`src/rtl/tfc_pkg.sv`:
```
package tfc_pkg;
  localparam int unsigned BUS_W = 32;
  localparam int unsigned BYTE_W = 8;
  localparam int unsigned NFLAG = 5;

  localparam logic [11:0] OFS_ENABLE = 12'h000;
  localparam logic [11:0] OFS_IDLE   = 12'h004;
  localparam logic [11:0] OFS_THRESH = 12'h008;
  localparam logic [11:0] OFS_CMD    = 12'h00C;
  localparam logic [11:0] OFS_DATA   = 12'h020;
  localparam logic [11:0] OFS_STAT   = 12'h100;
  localparam logic [11:0] OFS_OCC    = 12'h104;
  localparam logic [11:0] OFS_PEND   = 12'h108;
  localparam logic [11:0] OFS_SET    = 12'h10C;
  localparam logic [11:0] OFS_MASK   = 12'h110;
  localparam logic [11:0] OFS_CLR    = 12'h114;

  localparam int unsigned CMD_RESET_BIT = 0;
  localparam int unsigned CMD_FLUSH_BIT = 1;
  localparam int unsigned FLAG_OVF_BIT  = 3;

  // packed so that bit 0 is empty and bit 4 is timeout
  typedef struct packed {
    logic tmo;
    logic ovf;
    logic req;
    logic full;
    logic empty;
  } tfc_flags_t;
endpackage

```
`src/rtl/tfc_fifo.sv`:
```
module tfc_fifo #(
  parameter int unsigned DEPTH = 128,
  parameter int unsigned W = 8,
  localparam int unsigned PTR_W = (DEPTH > 1) ? $clog2(DEPTH) : 1,
  localparam int unsigned CNT_W = $clog2(DEPTH + 1)
) (
  input  logic             clk,
  input  logic             rst_n,
  input  logic             clr,
  input  logic             push,
  input  logic [W-1:0]     push_data,
  input  logic             pop,
  output logic [W-1:0]     head,
  output logic [CNT_W-1:0] count,
  output logic             full,
  output logic             empty
);
  logic [W-1:0] mem [DEPTH];
  logic [PTR_W-1:0] wr_q, wr_d, rd_q, rd_d;
  logic [CNT_W-1:0] cnt_q, cnt_d;
  logic push_ok, pop_ok;

  localparam logic [PTR_W-1:0] LAST = PTR_W'(DEPTH - 1);
  localparam logic [CNT_W-1:0] FULLCNT = CNT_W'(DEPTH);

  assign full    = (cnt_q == FULLCNT);
  assign empty   = (cnt_q == '0);
  assign push_ok = push & ~full;
  assign pop_ok  = pop & ~empty;
  assign head    = mem[rd_q];
  assign count   = cnt_q;

  always_comb begin
    wr_d  = wr_q;
    rd_d  = rd_q;
    cnt_d = cnt_q;
    if (clr) begin
      wr_d  = '0;
      rd_d  = '0;
      cnt_d = '0;
    end else begin
      if (push_ok) wr_d = (wr_q == LAST) ? '0 : wr_q + 1'b1;
      if (pop_ok)  rd_d = (rd_q == LAST) ? '0 : rd_q + 1'b1;
      case ({push_ok, pop_ok})
        2'b10:   cnt_d = cnt_q + 1'b1;
        2'b01:   cnt_d = cnt_q - 1'b1;
        default: cnt_d = cnt_q;
      endcase
    end
  end

  always_ff @(posedge clk or negedge rst_n) begin
    if (!rst_n) begin
      wr_q  <= '0;
      rd_q  <= '0;
      cnt_q <= '0;
    end else begin
      wr_q  <= wr_d;
      rd_q  <= rd_d;
      cnt_q <= cnt_d;
    end
  end

  // storage carries no reset; written only on an accepted push
  always_ff @(posedge clk) begin
    if (push_ok && !clr) mem[wr_q] <= push_data;
  end
endmodule

```
`src/rtl/tfc_idle.sv`:
```
module tfc_idle #(
  parameter int unsigned CW = 16
) (
  input  logic          clk,
  input  logic          rst_n,
  input  logic          clr,
  input  logic          arrive,
  input  logic          empty,
  input  logic [CW-1:0] limit,
  output logic          expired
);
  logic [CW-1:0] cnt_q, cnt_d;

  always_comb begin
    cnt_d = cnt_q;
    if (clr || arrive || empty) cnt_d = '0;
    else if (cnt_q < limit)     cnt_d = cnt_q + 1'b1;
  end

  always_ff @(posedge clk or negedge rst_n) begin
    if (!rst_n) cnt_q <= '0;
    else        cnt_q <= cnt_d;
  end

  assign expired = ~empty & (cnt_q >= limit);
endmodule

```
`src/rtl/tfc_irq.sv`:
```
module tfc_irq #(
  parameter int unsigned N = 5
) (
  input  logic         clk,
  input  logic         rst_n,
  input  logic [N-1:0] cond,
  input  logic         set_we,
  input  logic         clr_we,
  input  logic         mask_we,
  input  logic [N-1:0] wbits,
  output logic [N-1:0] pend,
  output logic [N-1:0] mask,
  output logic         irq
);
  logic [N-1:0] pend_q, pend_d, mask_q, mask_d;
  logic [N-1:0] set_v, clr_v;

  assign set_v = set_we ? wbits : '0;
  assign clr_v = clr_we ? wbits : '0;

  always_comb begin
    pend_d = (pend_q & ~clr_v) | cond | set_v;
    mask_d = mask_we ? wbits : mask_q;
  end

  always_ff @(posedge clk or negedge rst_n) begin
    if (!rst_n) begin
      pend_q <= '0;
      mask_q <= '0;
    end else begin
      pend_q <= pend_d;
      mask_q <= mask_d;
    end
  end

  assign pend = pend_q;
  assign mask = mask_q;
  assign irq  = |(pend_q & mask_q);
endmodule

```
`src/rtl/trace_fifo_client.sv`:
```
module trace_fifo_client
  import tfc_pkg::*;
#(
  parameter bit          IS_RX      = 1'b0,
  parameter int unsigned DEPTH      = 128,
  parameter int unsigned IDLE_W     = 16,
  parameter int unsigned IDLE_RESET = 64,
  parameter int unsigned ADDR_W     = 12
) (
  input  logic              clk,
  input  logic              rst_n,
  input  logic              bus_sel,
  input  logic              bus_wr,
  input  logic [ADDR_W-1:0] bus_addr,
  input  logic [31:0]       bus_wdata,
  output logic [31:0]       bus_rdata,
  input  logic              link_in_valid,
  input  logic [7:0]        link_in_data,
  output logic              link_out_valid,
  input  logic              link_out_ready,
  output logic [7:0]        link_out_data,
  output logic              irq
);
  localparam int unsigned CNT_W = $clog2(DEPTH + 1);

  logic en_q, en_d;
  logic [CNT_W-1:0] thr_q, thr_d;
  logic [IDLE_W-1:0] lim_q, lim_d;
  logic ovf_q, ovf_d;

  logic wr_en, wr_thr, wr_lim, wr_cmd, wr_data, rd_data;
  logic wr_set, wr_clr, wr_mask;
  logic cmd_reset, cmd_flush, fifo_clr, ovf_clr;

  logic push_req, push_try, push_ok, pop_req, pop_ok, drop;
  logic [7:0] push_byte, head;
  logic [CNT_W-1:0] count;
  logic full, empty, req, tmo_raw, tmo;
  tfc_flags_t flags;
  logic [NFLAG-1:0] pend, mask;
  logic unused_wdata;

  // register decode
  function automatic logic hit(input logic [ADDR_W-1:0] a, input logic [11:0] ofs);
    return a == ADDR_W'(ofs);
  endfunction

  assign wr_en   = bus_sel & bus_wr & hit(bus_addr, OFS_ENABLE);
  assign wr_lim  = bus_sel & bus_wr & hit(bus_addr, OFS_IDLE);
  assign wr_thr  = bus_sel & bus_wr & hit(bus_addr, OFS_THRESH);
  assign wr_cmd  = bus_sel & bus_wr & hit(bus_addr, OFS_CMD);
  assign wr_data = bus_sel & bus_wr & hit(bus_addr, OFS_DATA);
  assign rd_data = bus_sel & ~bus_wr & hit(bus_addr, OFS_DATA);
  assign wr_set  = bus_sel & bus_wr & hit(bus_addr, OFS_SET);
  assign wr_clr  = bus_sel & bus_wr & hit(bus_addr, OFS_CLR);
  assign wr_mask = bus_sel & bus_wr & hit(bus_addr, OFS_MASK);

  assign cmd_reset = wr_cmd & bus_wdata[CMD_RESET_BIT];
  assign cmd_flush = wr_cmd & bus_wdata[CMD_FLUSH_BIT];
  assign fifo_clr  = cmd_reset | cmd_flush;
  assign ovf_clr   = cmd_reset | (wr_clr & bus_wdata[FLAG_OVF_BIT]);
  assign unused_wdata = ^bus_wdata[31:IDLE_W];

  // direction-specific wiring
  generate
    if (IS_RX) begin : g_rx
      logic unused_ready;
      assign unused_ready   = link_out_ready;
      assign push_req       = link_in_valid;
      assign push_byte      = link_in_data;
      assign pop_req        = rd_data;
      assign link_out_valid = 1'b0;
      assign link_out_data  = '0;
      assign req            = (count >= thr_q);
      assign tmo            = tmo_raw;
    end else begin : g_tx
      logic unused_link;
      assign unused_link    = ^{link_in_valid, link_in_data, rd_data, tmo_raw};
      assign push_req       = wr_data;
      assign push_byte      = bus_wdata[7:0];
      assign link_out_valid = en_q & ~empty;
      assign link_out_data  = head;
      assign pop_req        = link_out_valid & link_out_ready;
      assign req            = (count <= thr_q);
      assign tmo            = 1'b0;
    end
  endgenerate

  assign push_try = en_q & push_req & ~fifo_clr;
  assign push_ok  = push_try & ~full;
  assign drop     = push_try & full;
  assign pop_ok   = pop_req & ~empty & ~fifo_clr;

  tfc_fifo #(.DEPTH(DEPTH), .W(8)) u_fifo (
    .clk(clk), .rst_n(rst_n), .clr(fifo_clr),
    .push(push_try), .push_data(push_byte), .pop(pop_ok),
    .head(head), .count(count), .full(full), .empty(empty)
  );

  tfc_idle #(.CW(IDLE_W)) u_idle (
    .clk(clk), .rst_n(rst_n), .clr(fifo_clr), .arrive(push_ok),
    .empty(empty), .limit(lim_q), .expired(tmo_raw)
  );

  always_comb begin
    flags.empty = empty;
    flags.full  = full;
    flags.req   = req;
    flags.ovf   = ovf_q;
    flags.tmo   = tmo;
  end

  tfc_irq #(.N(NFLAG)) u_irq (
    .clk(clk), .rst_n(rst_n), .cond(flags),
    .set_we(wr_set), .clr_we(wr_clr), .mask_we(wr_mask),
    .wbits(bus_wdata[NFLAG-1:0]), .pend(pend), .mask(mask), .irq(irq)
  );

  // configuration and sticky overflow, next state
  always_comb begin
    en_d  = wr_en  ? bus_wdata[0] : en_q;
    thr_d = wr_thr ? bus_wdata[CNT_W-1:0] : thr_q;
    lim_d = wr_lim ? bus_wdata[IDLE_W-1:0] : lim_q;
    ovf_d = (ovf_q & ~ovf_clr) | drop;
  end

  always_ff @(posedge clk or negedge rst_n) begin
    if (!rst_n) begin
      en_q  <= 1'b0;
      thr_q <= '0;
      lim_q <= IDLE_W'(IDLE_RESET);
      ovf_q <= 1'b0;
    end else begin
      en_q  <= en_d;
      thr_q <= thr_d;
      lim_q <= lim_d;
      ovf_q <= ovf_d;
    end
  end

  // read mux
  always_comb begin
    bus_rdata = '0;
    if (hit(bus_addr, OFS_ENABLE))      bus_rdata[0] = en_q;
    else if (hit(bus_addr, OFS_IDLE))   bus_rdata[IDLE_W-1:0] = lim_q;
    else if (hit(bus_addr, OFS_THRESH)) bus_rdata[CNT_W-1:0] = thr_q;
    else if (hit(bus_addr, OFS_DATA))   bus_rdata[7:0] = (IS_RX && !empty) ? head : 8'h00;
    else if (hit(bus_addr, OFS_STAT))   bus_rdata[NFLAG-1:0] = flags;
    else if (hit(bus_addr, OFS_OCC))    bus_rdata[CNT_W-1:0] = count;
    else if (hit(bus_addr, OFS_PEND))   bus_rdata[NFLAG-1:0] = pend;
    else if (hit(bus_addr, OFS_MASK))   bus_rdata[NFLAG-1:0] = mask;
  end
endmodule

```
`config.mk`:
```
export PLATFORM = sky130hd
export DESIGN_NAME = trace_fifo_client
export DESIGN_NICKNAME = d
export VERILOG_FILES = /design/src/rtl/tfc_pkg.sv /design/src/rtl/tfc_fifo.sv /design/src/rtl/tfc_idle.sv /design/src/rtl/tfc_irq.sv /design/src/rtl/trace_fifo_client.sv
export SDC_FILE = /design/constraint.sdc
export NUM_CORES = 1
export LEC_CHECK = 0
export BUFFER_PORTS_ARGS = -buffer_cell sky130_fd_sc_hd__buf_2
export CAP_MARGIN = 20
export CORE_ASPECT_RATIO = 1.5
export CORE_MARGIN = 2
export CORE_UTILIZATION = 45
export DETAILED_ROUTE_END_ITERATION = 6
export PLACE_DENSITY_LB_ADDON = 0.12
export SYNTH_ARGS = -nofsm -noshare
export SYNTH_HDL_FRONTEND = slang
export SYNTH_SLANG_ARGS = --single-unit
```
`constraint.sdc`:
```
create_clock -name clk -period 4.4 [get_ports clk]
set_clock_uncertainty 0.05 [all_clocks]
set_input_delay 0.88 -clock clk [delete_from_list [all_inputs] [get_ports clk]]
set_output_delay 0.88 -clock clk [all_outputs]
set_load 0.02 [all_outputs]
```
==> run summary <==
=================================================================================
Status ............................................................. complete, but fails checks
Failing checks ..................................................... negative setup slack
Initial core utilization ...........................................        45.2%
Cell Rows ..........................................................          139
Maximum root-to-sink buffer count ..................................            3
Area of the core ...................................................   95300 um^2
Internal portion of total power ....................................      16.1 mW
Fraction of power consumed by sequential logic .....................        56.0%
Headroom to the max-slew limit .....................................        26.5%
Number of antenna violations at the first check in global routing ..            2
Critical-path cell list ............................................ buf_16 > buf_12 > buf_16 > mux4_2 > mux4_2 > mux4_2 > o21a_1 > buf_6
Worst min path class ............................................... input port to async pin
Final weighted congestion of routability-driven global placement ...        0.839
Post-route DRC .....................................................            0
#FFs+latches synth .................................................         1082
Highest attainable clock frequency .................................    0.220 GHz
Clock Power Share ..................................................        41.5%
Largest net degree at the start of global routing ..................          102
Total clock buffers created by CTS .................................           96
HPWL after detailed placement ......................................     63300 um
Number of port buffers .............................................           58
Register area share after synthesis ................................        74.7%
Worst Hold Slack ...................................................     0.132 ns
Total vias in the final route ......................................        20848
Peak fanout along the critical path ................................            9
Leading cell type in the layout, fill and taps excluded ............ sky130_fd_sc_hd__edfxtp_1
Number of sinks on the clock net ...................................         1082
Fill cell count ....................................................         7524
Netlist Area Pre-Place .............................................   43100 um^2
Number of DRC markers after the initial detailed-route iteration ...         1808
Top flip-flop cell by instance count after synthesis ............... sky130_fd_sc_hd__edfxtp_1
Unique masters post-synth ..........................................           56
Vias in the first global route .....................................        21713
Main area contributors after synthesis ............................. sky130_fd_sc_hd__edfxtp_1 71%, sky130_fd_sc_hd__mux4_2 17%, sky130_fd_sc_hd__dfrtp_1 3.3%
Crit path arrival time .............................................      3.61 ns
Final worst-path cycle share .......................................         103%
Total number of nets in the final design ...........................         2363
Fraction of layout cells with a size suffix above 1 ................        33.9%
Non-filler cells in the finished layout ............................         3639
Worst-skew pair later-pin latency ..................................      0.69 ns
Share of Yosys cell area claimed by the top area cell type .........        71.3%
Least-Margin Pin Slew ..............................................      1.10 ns
Class of the most critical setup path .............................. flop to primary output
Dpl cells ..........................................................         3435
Wire length of the first global-routing pass .......................    151000 um
Part of the power in combinational logic ...........................         2.5%
Critical Path Max Stage Delay ......................................      0.55 ns
Die area ...........................................................   98400 um^2
Vias per Instance ..................................................         5.73
Worst-case setup margin in the final layout ........................    -0.143 ns
Startpoint types ...................................................         flop
Number of enable-type register cells in the synthesized netlist ....         1024
Final max-slew violation count .....................................            0
Yosys warnings .....................................................            0
Category of the worst setup path capture point ..................... primary output
Commonest non-fill, non-tap cells in the layout .................... 1024 x sky130_fd_sc_hd__edfxtp_1, 328 x sky130_fd_sc_hd__mux4_2, 183 x sky130_fd_sc_hd__buf_4
Data required time at the worst endpoint ...........................      3.47 ns
Overall die height .................................................       383 um
WL final ...........................................................    103000 um
CTS H-tree lvls ....................................................            3
Average cell area after synthesis ..................................    21.3 um^2
Share of total power consumed by net switching .....................        19.9%
Average wire per cell in the routed design .........................      28.4 um
Final number of hold-violating endpoints ...........................            0
Largest area contributor in the netlist ............................ sky130_fd_sc_hd__edfxtp_1
Post-route antenna net violation count .............................            0
Antenna Diode Count ................................................            0
Crit-path most repeated cell ....................................... sky130_fd_sc_hd__mux4_2
Setup total negative slack .........................................    -0.771 ns
Crit path max-delay cell type ...................................... sky130_fd_sc_hd__mux4_2
TritonCTS clock tree ...............................................        built
Overall fraction of global-route tracks in use .....................        21.4%
Final period demand of the worst path ..............................      4.54 ns
Synthesized instance count .........................................         2024
Total power consumption of the routed design .......................      20.1 mW
Worst supply voltage drop on vdd ...................................     0.355 mV
Root Driver ........................................................ sky130_fd_sc_hd__clkbuf_16
Final-report setup violation count .................................            8
Number of optimization iterations in the first detailed-route pass .            5
Boundary pin count .................................................          100
Clk slew on worst S/H paths ........................................      0.06 ns
Switching power total ..............................................      4.00 mW
Async set-reset flop share out of synthesis ........................        5.36%
Horizontal die dimension ...........................................       257 um
Unrepaired setup endpoints after global routing ....................          yes
Overflow left after global routing .................................            0
Standby leakage power ..............................................      15.9 nW
Layout overhead on the synthesized area ............................        16.4%
Power per standard cell area .......................................  401 nW/um^2
Max-cap viol count .................................................            0
=================================================================================
==> Yosys cell counts, drive strengths merged, types with 15 or more instances <==
library cell / instances
clkbuf: 61
o21ai: 23
dfrtp: 57
mux4: 328
edfxtp: 1024
inv: 16
nand2: 49
nor3: 16
mux2i: 23
mux2: 22
nand3: 15
buf: 63
nor2: 166
==> final cells by class <==
class / instances / area, um^2 / share of cell area (%)
flip-flops and latches: 1082 / 32200 / 64.2
multi-input cells: 817 / 10500 / 21.0
repair buffers: 279 / 2700 / 5.37
clock buffers: 117 / 2560 / 5.11
well taps: 1269 / 1590 / 3.16
clock inverters: 59 / 526 / 1.05
inverters: 16 / 60.1 / 0.120
==> layer usage <==
layer | vias to the layer above | wire length [um] | track usage, %
met5 | - | 0 | 0
met4 | 0 | 2160 | 6.02
met3 | 98 | 4310 | 2.27
met2 | 591 | 56300 | 39.0
met1 | 11226 | 40600 | 27.1
li1 | 8933 | - | -
==> power groups by stage <==
stage	Sequential (mW)	Combinational (mW)	Clock, mW
6_report	11.3	0.497	8.35
5_1_grt	11.3	0.535	8.91
4_1_cts	11.3	0.506	8.52
3_5_place_dp	11.5	0.450	0
3_3_place_gp	11.5	0.432	0
2_1_floorplan	11.5	0.188	0
==> worst paths after layout <==
check | slack [ns] | cells after the start | to | start
max in group asynchronous | 3.24 | 2 | lim_q[6] | rst_n
setup / recovery | -0.14 | 8 | link_out_data[6] | u_fifo.rd_q[0]
setup reg to reg | 0.84 | 10 | u_fifo.count[4] | u_fifo.count[1]
hold reg to reg | 0.45 | 1 | lim_q[13] | lim_q[13]
hold / removal | 0.13 | 1 | en_q | rst_n
min in group clk | 0.38 | 2 | lim_q[10] | bus_wdata[10]
==> sequential cells by signal, indices dropped and copies added, names as in the netlist <==
signal	count
en_q	1
u_fifo.wr_q	7
u_fifo.rd_q	7
u_irq.mask	5
lim_q	16
ovf_q	1
thr_q	8
u_fifo.mem	1024
u_fifo.count	8
u_irq.pend	5
==> worst max-delay path, delay by kind of cell (launching register included) <==
family / cells / cell delay [ns]
compound gates: 1 / 0.23
mux: 3 / 1.56
buf+inv: 4 / 0.63
flops: 1 / 0.47
==> stage by stage <==
step	cell area (um^2)	utilization, %	setup slack [ns]
floorplan	43200	-	0.675
detailed placement	46200	48.4	0.241
finish	50200	52.7	-0.143
global route	50200	52.7	-0.177
CTS	50200	52.6	-0.198
global placement	46200	48.4	0.227
==> cell families after synthesis <==
| kind of cell | Yosys count | share of synthesized area [%] |
|---|---|---|
| xor+xnor | 14 | 0.302 |
| other cells | 1 | 0.00870 |
| buf+inv | 140 | 1.58 |
| fa+ha+maj | 13 | 0.377 |
| simple gates | 317 | 3.44 |
| compound gates | 84 | 1.37 |
| mux | 373 | 18.2 |
| flops | 1082 | 74.7 |
==> what timing repair did <==
item	in CTS	in global routing
resized for setup	85	8
pin swaps	7	0
cloned	13	0
hold buffers	0	0
endpoints found under the setup margin	8	8
setup buffers	15	0
Note: power is estimated with default switching activity, not from simulation.
